===== src/rtl/card_bridge_pkg.sv =====
package card_bridge_pkg;
  localparam int BUS_DW = 16;

  localparam logic [1:0] SPC_ATTR   = 2'd0;
  localparam logic [1:0] SPC_IO     = 2'd1;
  localparam logic [1:0] SPC_COMMON = 2'd2;
  localparam logic [1:0] SPC_REGS   = 2'd3;

  typedef enum logic [2:0] {
    ST_IDLE,
    ST_ARB,
    ST_REQ1,
    ST_REQ2,
    ST_PARK,
    ST_REARB,
    ST_DATA,
    ST_DONE
  } seq_state_t;
endpackage


===== src/rtl/cb_ready_if.sv =====
module cb_ready_if (
  input  logic clk,
  input  logic rst,
  input  logic ready_mode,
  input  logic card_rdy_pin,
  output logic rdy_ok,
  output logic gpio_value
);
  // In general-input mode the handshake is treated as permanently ready.
  assign rdy_ok = ready_mode ? card_rdy_pin : 1'b1;

  always_ff @(posedge clk) begin
    if (rst) begin
      gpio_value <= 1'b0;
    end else if (!ready_mode) begin
      gpio_value <= card_rdy_pin;
    end
  end
endmodule


===== src/rtl/cb_txn.sv =====
module cb_txn
  import card_bridge_pkg::*;
#(
  parameter int ADDR_W = 24,
  parameter int CPU_DW = 32,
  parameter int BEATS  = CPU_DW / BUS_DW,
  parameter int BEAT_W = (BEATS > 1) ? $clog2(BEATS) : 1
) (
  input  logic               clk,
  input  logic               rst,
  input  logic               load,
  input  logic               cap,
  input  logic [BEAT_W-1:0]  beat,
  input  logic [ADDR_W-1:0]  cpu_addr,
  input  logic [1:0]         cpu_space,
  input  logic               cpu_write,
  input  logic               cpu_byte,
  input  logic [CPU_DW-1:0]  cpu_wdata,
  input  logic [BUS_DW-1:0]  card_data_in,
  output logic               txn_is_reg,
  output logic               txn_byte,
  output logic [ADDR_W-1:0]  card_addr,
  output logic [1:0]         card_space,
  output logic               card_we,
  output logic [BUS_DW-1:0]  card_data_out,
  output logic [CPU_DW-1:0]  cpu_rdata
);
  logic [ADDR_W-1:0] addr_q;
  logic [1:0]        space_q;
  logic              we_q;
  logic              byte_q;
  logic [CPU_DW-1:0] wdata_q;

  logic [BUS_DW-1:0] wr_half [BEATS];
  logic [BUS_DW-1:0] rd_half [BEATS];

  always_ff @(posedge clk) begin
    if (rst) begin
      addr_q  <= '0;
      space_q <= SPC_ATTR;
      we_q    <= 1'b0;
      byte_q  <= 1'b0;
      wdata_q <= '0;
    end else if (load) begin
      addr_q  <= cpu_addr;
      space_q <= cpu_space;
      we_q    <= cpu_write;
      byte_q  <= cpu_byte;
      wdata_q <= cpu_wdata;
    end
  end

  for (genvar b = 0; b < BEATS; b++) begin : g_beat
    assign wr_half[b] = wdata_q[b*BUS_DW +: BUS_DW];

    always_ff @(posedge clk) begin
      if (rst) begin
        rd_half[b] <= '0;
      end else if (cap && (beat == BEAT_W'(b))) begin
        rd_half[b] <= card_data_in;
      end
    end

    assign cpu_rdata[b*BUS_DW +: BUS_DW] =
      byte_q ? ((b == 0) ? {8'h00, (addr_q[0] ? rd_half[0][15:8] : rd_half[0][7:0])}
                         : {BUS_DW{1'b0}})
             : rd_half[b];
  end

  assign txn_is_reg    = (space_q == SPC_REGS);
  assign txn_byte      = byte_q;
  assign card_space    = space_q;
  assign card_we       = we_q;
  assign card_addr     = addr_q + (ADDR_W'(beat) << 1);
  assign card_data_out = byte_q ? {wdata_q[7:0], wdata_q[7:0]} : wr_half[beat];
endmodule


===== src/rtl/cb_seq.sv =====
module cb_seq
  import card_bridge_pkg::*;
#(
  parameter int BEATS  = 2,
  parameter int BEAT_W = (BEATS > 1) ? $clog2(BEATS) : 1
) (
  input  logic              clk,
  input  logic              rst,
  input  logic              cpu_req,
  input  logic              txn_is_reg,
  input  logic              txn_byte,
  input  logic              txn_we,
  input  logic              rdy_ok,
  input  logic              bus_gnt,
  output logic              load,
  output logic              cap,
  output logic [BEAT_W-1:0] beat,
  output logic              cpu_stall,
  output logic              cpu_done,
  output logic              bus_req,
  output logic              card_cs,
  output logic              card_dphase,
  output logic              card_data_oe
);
  localparam logic [BEAT_W-1:0] LAST_BEAT = BEAT_W'(BEATS - 1);

  seq_state_t        state_q, state_n;
  logic [BEAT_W-1:0] beat_q, beat_n;
  logic              last_beat;
  logic              may_start;

  assign last_beat = txn_byte || (beat_q == LAST_BEAT);
  // Register space ignores ready; card spaces need ready before the request.
  assign may_start = txn_is_reg || rdy_ok;

  always_comb begin
    state_n = state_q;
    beat_n  = beat_q;
    unique case (state_q)
      ST_IDLE: begin
        beat_n = '0;
        if (cpu_req) state_n = ST_ARB;
      end
      ST_ARB:   if (may_start && bus_gnt) state_n = ST_REQ1;
      ST_REQ1:  state_n = ST_REQ2;
      ST_REQ2:  state_n = may_start ? ST_DATA : ST_PARK;
      ST_PARK:  if (rdy_ok) state_n = ST_REARB;
      ST_REARB: if (bus_gnt) state_n = ST_DATA;
      ST_DATA: begin
        if (last_beat) begin
          state_n = ST_DONE;
        end else begin
          beat_n = beat_q + 1'b1;
        end
      end
      ST_DONE:  state_n = ST_IDLE;
      default:  state_n = ST_IDLE;
    endcase
  end

  always_ff @(posedge clk) begin
    if (rst) begin
      state_q <= ST_IDLE;
      beat_q  <= '0;
    end else begin
      state_q <= state_n;
      beat_q  <= beat_n;
    end
  end

  assign load         = (state_q == ST_IDLE) && cpu_req;
  assign cap          = (state_q == ST_DATA) && !txn_we;
  assign beat         = beat_q;
  assign cpu_stall    = (state_q != ST_IDLE) && (state_q != ST_DONE);
  assign cpu_done     = (state_q == ST_DONE);
  assign card_cs      = (state_q == ST_REQ1) || (state_q == ST_REQ2) || (state_q == ST_DATA);
  assign card_dphase  = (state_q == ST_DATA);
  assign card_data_oe = (state_q == ST_DATA) && txn_we;
  assign bus_req      = ((state_q == ST_ARB) && may_start) || (state_q == ST_REARB) || card_cs;
endmodule


===== src/rtl/card_bridge_top.sv =====
module card_bridge_top
  import card_bridge_pkg::*;
#(
  parameter int ADDR_W = 24,
  parameter int CPU_DW = 32
) (
  input  logic              clk,
  input  logic              rst,
  input  logic              cpu_req,
  input  logic              cpu_write,
  input  logic              cpu_byte,
  input  logic [1:0]        cpu_space,
  input  logic [ADDR_W-1:0] cpu_addr,
  input  logic [CPU_DW-1:0] cpu_wdata,
  output logic              cpu_stall,
  output logic              cpu_done,
  output logic [CPU_DW-1:0] cpu_rdata,
  output logic              bus_req,
  input  logic              bus_gnt,
  output logic              card_cs,
  output logic              card_dphase,
  output logic              card_we,
  output logic [1:0]        card_space,
  output logic [ADDR_W-1:0] card_addr,
  output logic [15:0]       card_data_out,
  output logic              card_data_oe,
  input  logic [15:0]       card_data_in,
  input  logic              card_rdy_pin,
  input  logic              ready_mode,
  output logic              gpio_value
);
  localparam int BEATS  = CPU_DW / BUS_DW;
  localparam int BEAT_W = (BEATS > 1) ? $clog2(BEATS) : 1;

  logic              rdy_ok;
  logic              load;
  logic              cap;
  logic [BEAT_W-1:0] beat;
  logic              txn_is_reg;
  logic              txn_byte;

  cb_ready_if u_rdy (
    .clk          (clk),
    .rst          (rst),
    .ready_mode   (ready_mode),
    .card_rdy_pin (card_rdy_pin),
    .rdy_ok       (rdy_ok),
    .gpio_value   (gpio_value)
  );

  cb_seq #(.BEATS(BEATS), .BEAT_W(BEAT_W)) u_seq (
    .clk          (clk),
    .rst          (rst),
    .cpu_req      (cpu_req),
    .txn_is_reg   (txn_is_reg),
    .txn_byte     (txn_byte),
    .txn_we       (card_we),
    .rdy_ok       (rdy_ok),
    .bus_gnt      (bus_gnt),
    .load         (load),
    .cap          (cap),
    .beat         (beat),
    .cpu_stall    (cpu_stall),
    .cpu_done     (cpu_done),
    .bus_req      (bus_req),
    .card_cs      (card_cs),
    .card_dphase  (card_dphase),
    .card_data_oe (card_data_oe)
  );

  cb_txn #(.ADDR_W(ADDR_W), .CPU_DW(CPU_DW), .BEATS(BEATS), .BEAT_W(BEAT_W)) u_txn (
    .clk           (clk),
    .rst           (rst),
    .load          (load),
    .cap           (cap),
    .beat          (beat),
    .cpu_addr      (cpu_addr),
    .cpu_space     (cpu_space),
    .cpu_write     (cpu_write),
    .cpu_byte      (cpu_byte),
    .cpu_wdata     (cpu_wdata),
    .card_data_in  (card_data_in),
    .txn_is_reg    (txn_is_reg),
    .txn_byte      (txn_byte),
    .card_addr     (card_addr),
    .card_space    (card_space),
    .card_we       (card_we),
    .card_data_out (card_data_out),
    .cpu_rdata     (cpu_rdata)
  );
endmodule


===== config.mk =====
export PLATFORM = sky130hd
export DESIGN_NAME = card_bridge_top
export DESIGN_NICKNAME = d
export VERILOG_FILES = /design/src/rtl/card_bridge_pkg.sv /design/src/rtl/cb_ready_if.sv /design/src/rtl/cb_txn.sv /design/src/rtl/cb_seq.sv /design/src/rtl/card_bridge_top.sv
export SDC_FILE = /design/constraint.sdc
export NUM_CORES = 1
export LEC_CHECK = 0
export BUFFER_PORTS_ARGS = -buffer_cell sky130_fd_sc_hd__buf_2
export CAP_MARGIN = 20
export CORE_MARGIN = 5
export CORE_UTILIZATION = 50
export DETAILED_ROUTE_END_ITERATION = 10
export PLACE_DENSITY = 0.81
export SLEW_MARGIN = 20
export SYNTH_ARGS = -nofsm -noshare
export SYNTH_HDL_FRONTEND = slang
export SYNTH_SLANG_ARGS = --single-unit

===== constraint.sdc =====
create_clock -name clk -period 3 [get_ports clk]
set_input_delay 0.45 -clock clk [delete_from_list [all_inputs] [get_ports clk]]
set_output_delay 0.45 -clock clk [all_outputs]
set_load 0.02 [all_outputs]

==> key figures <==
Routing
  • DRC viols: 0
  • First DRT Iteration DRCs: 167
  • Initial DRT Pass Iterations: 4
  • DR vias: 3937
  • Final ANT Viol Nets: 0
  • Final wirelength: 11.2 mm
  • Wire per inst: 14.7 µm
  • Via density: 5.15

Pwr
  • Pwr/cell area: 519 nW/µm²
  • P_leak: 2.52 nW
  • Max rail drop VDD: 0.378 mV

Clocking
  • Post-CTS setup buffers: 0
  • Clock Latency Late Sink: 0.35 ns
  • CTS H-tree depth: 3
  • TritonCTS Sinks: 97
  • CTS tree: yes
  • Max clock buf depth: 2
  • Clock transition at path regs: 0.10 ns
  • TritonCTS Buffers: 9
  • Post-CTS sizing: 0
  • Cts hold-fix bufs: 0
  • Root Driver: clkbuf_8

Critical path
  • Critical setup path kind: reg2out
  • CP max FO: 5
  • Critical path arrival: 2.24 ns
  • CP Capture Type: output port
  • Worst EP required: 2.55 ns
  • Crit start category: register

Job
  • Max Cap Viol: 0

Hold path
  • HP Class: in2reg

STA
  • Final setup margin: 0.309 ns
  • Final worst path period share: 0.897
  • Slew @ Worst Pin: 0.824 ns
  • Min cycle time layout: 2.69 ns
  • RSZ-0062 raised after global routing: no
  • Final hold slack: 0.328 ns
  • Achievable frequency: 372 MHz
  • Final setup fails: 0
  • Final-report hold violation count: 0
  • Setup Skew: 0.00929 ns
  • Slew headroom: 0.449
  • Setup TNS: 0 ns
  • Max-slew violations: 0

Placed design
  • Routability congestion estimate: 0.843
  • Pre-CTS setup slack: 0.662 ns
  • Post-DP HPWL: 8.28 mm
  • Port buffer count: 163

Logic synthesis
  • Top-count cell post-synth: nand2_1
  • Ys async rst share: 0
  • Share of the synthesized area in the top cell type: 0.288
  • Post-Syn Nets: 589
  • Synth area leaders: dfxtp_1, edfxtp_1, nand2_1
  • Main synth FF type: dfxtp_1
  • Post-Synthesis Cells: 505
  • Yosys warning total: 0
  • Most instantiated cells after synthesis: nand2_1, dfxtp_1, a21oi_1, and2_1, edfxtp_1
  • Mapped Area: 4520 µm²
  • Synth area leader: dfxtp_1
  • Synth cell types: 36
  • Flops & latches, synth: 97
  • Mean Syn Cell Area: 8.94 µm²
  • Sequential share of the synthesized area: 0.501
  • Post-synth EDFFs: 32

Floorplanning
  • Die W: 105 µm
  • Core box area: 8760 µm²
  • Starting Density: 0.515
  • Row cnt: 34
  • Die ar.: 11000 µm²
  • Die Ht: 105 µm
  • # IOs: 164

GRT
  • Number of global-route vias before repair: 3903
  • Largest net degree at the start of global routing: 67
  • Total gr overflow: 0
  • Initial antenna violation count: 0
  • GRT Resource Usage Total: 0.198
  • Wire length of the first global-routing pass: 18.3 mm

Layout
  • Final nets: 735
  • Ant diodes: 0
  • Area grow syn2layout: 23.1%
  • Fin util: 0.634
  • Share of layout cells above drive strength 1: 0.322

Status
  • Status: finished, final reports clean
## final timing paths
path | startpoint | endpoint | slack [ns] | cells past startpoint
hold reg to reg | u_txn.wdata_q[17] | u_txn.wdata_q[17] | 0.46 | 2
setup reg to reg | u_seq.state_q[2] | u_txn.rd_half[1][11] | 1.04 | 4
setup / recovery | u_seq.beat | card_addr[21] | 0.31 | 7
hold / removal | cpu_addr[22] | u_txn.addr_q[22] | 0.33 | 3
## power by group
group	switching (mW)	internal, mW
clock	0.446	0.327
combinational	0.365	0.215
sequential	0.0854	1.45
## registers in the layout, indices dropped and copies added, names as in the netlist
signal            flops
u_txn.card_space      2
u_txn.wdata_q        32
u_txn.rd_half        32
u_seq.beat            1
u_txn.addr_q         24
u_rdy.gpio_value      1
u_txn.txn_byte        1
u_txn.card_we         1
u_seq.state_q         3
## worst max-delay path, stage by stage (launching register included)
cell and delay, ns:
dfxtp_1 0.34, ha_1 0.19, ha_1 0.23, nand4_2 0.18, nor4_4 0.44, nand4_1 0.18, xnor2_1 0.16, buf_2 0.18
## per-layer routing
| metal | vias to the layer above | wire length (µm) | GRT usage |
|---|---|---|---|
| met4 | 0 | 266 | 0.0740 |
| met1 | 1819 | 4640 | 0.252 |
| li1 | 1965 | - | - |
| met3 | 24 | 711 | 0.0382 |
| met2 | 129 | 5590 | 0.332 |
| met5 | - | 0 | 0 |
## stage by stage
step,total power [mW],cells,instance area [µm²]
after floorplan,1.94,505,4520
after global placement,2.13,748,5370
after detailed placement,2.15,748,5370
after CTS,2.92,764,5550
after global routing,3.04,764,5560
final,2.89,764,5560
## layout make-up
class                      count  area, µm²
clock buffer                  10        138
clock inverter                 6       41.3
fill                         779       3210
inverter                       5       18.8
multi-input combinational    369       2100
sequential                    97       2260
tap                          108        135
timing repair buffer         169        861
## layout by cell type, fill, tap and decap left out, types with 2 or more instances in the layout
cell	Yosys	final
nor2b_1	26	26
nand2_1	137	136
edfxtp_1	32	32
nand3_1	10	10
a21oi_1	63	63
nor3_1	2	2
and4_1	3	3
buf_2	9	163
nor4_4	1	2
xnor2_1	16	16
o21ai_0	11	11
buf_4	3	6
mux2_2	16	16
clkinv_2	0	2
mux2i_1	9	9
and3_1	4	4
ha_1	2	2
clkbuf_8	0	10
xor2_1	6	6
inv_1	5	5
nor2_1	12	12
nand4_1	5	5
dfxtp_1	65	64
nand2b_1	2	2
and2_1	33	32
## kinds of logic (layout without fill, tap and decap cells)
family          Yosys count  count (layout)  share of synthesized area
simple gates            240             240                      0.260
flops                    97              97                      0.501
compound gates           80              80                     0.0934
buf+inv                  39             190                     0.0377
mux                      25              25                     0.0599
xor+xnor                 22              22                     0.0427
fa+ha+maj                 2               2                    0.00554
No activity file was read; power rests on OpenSTA's default activity.
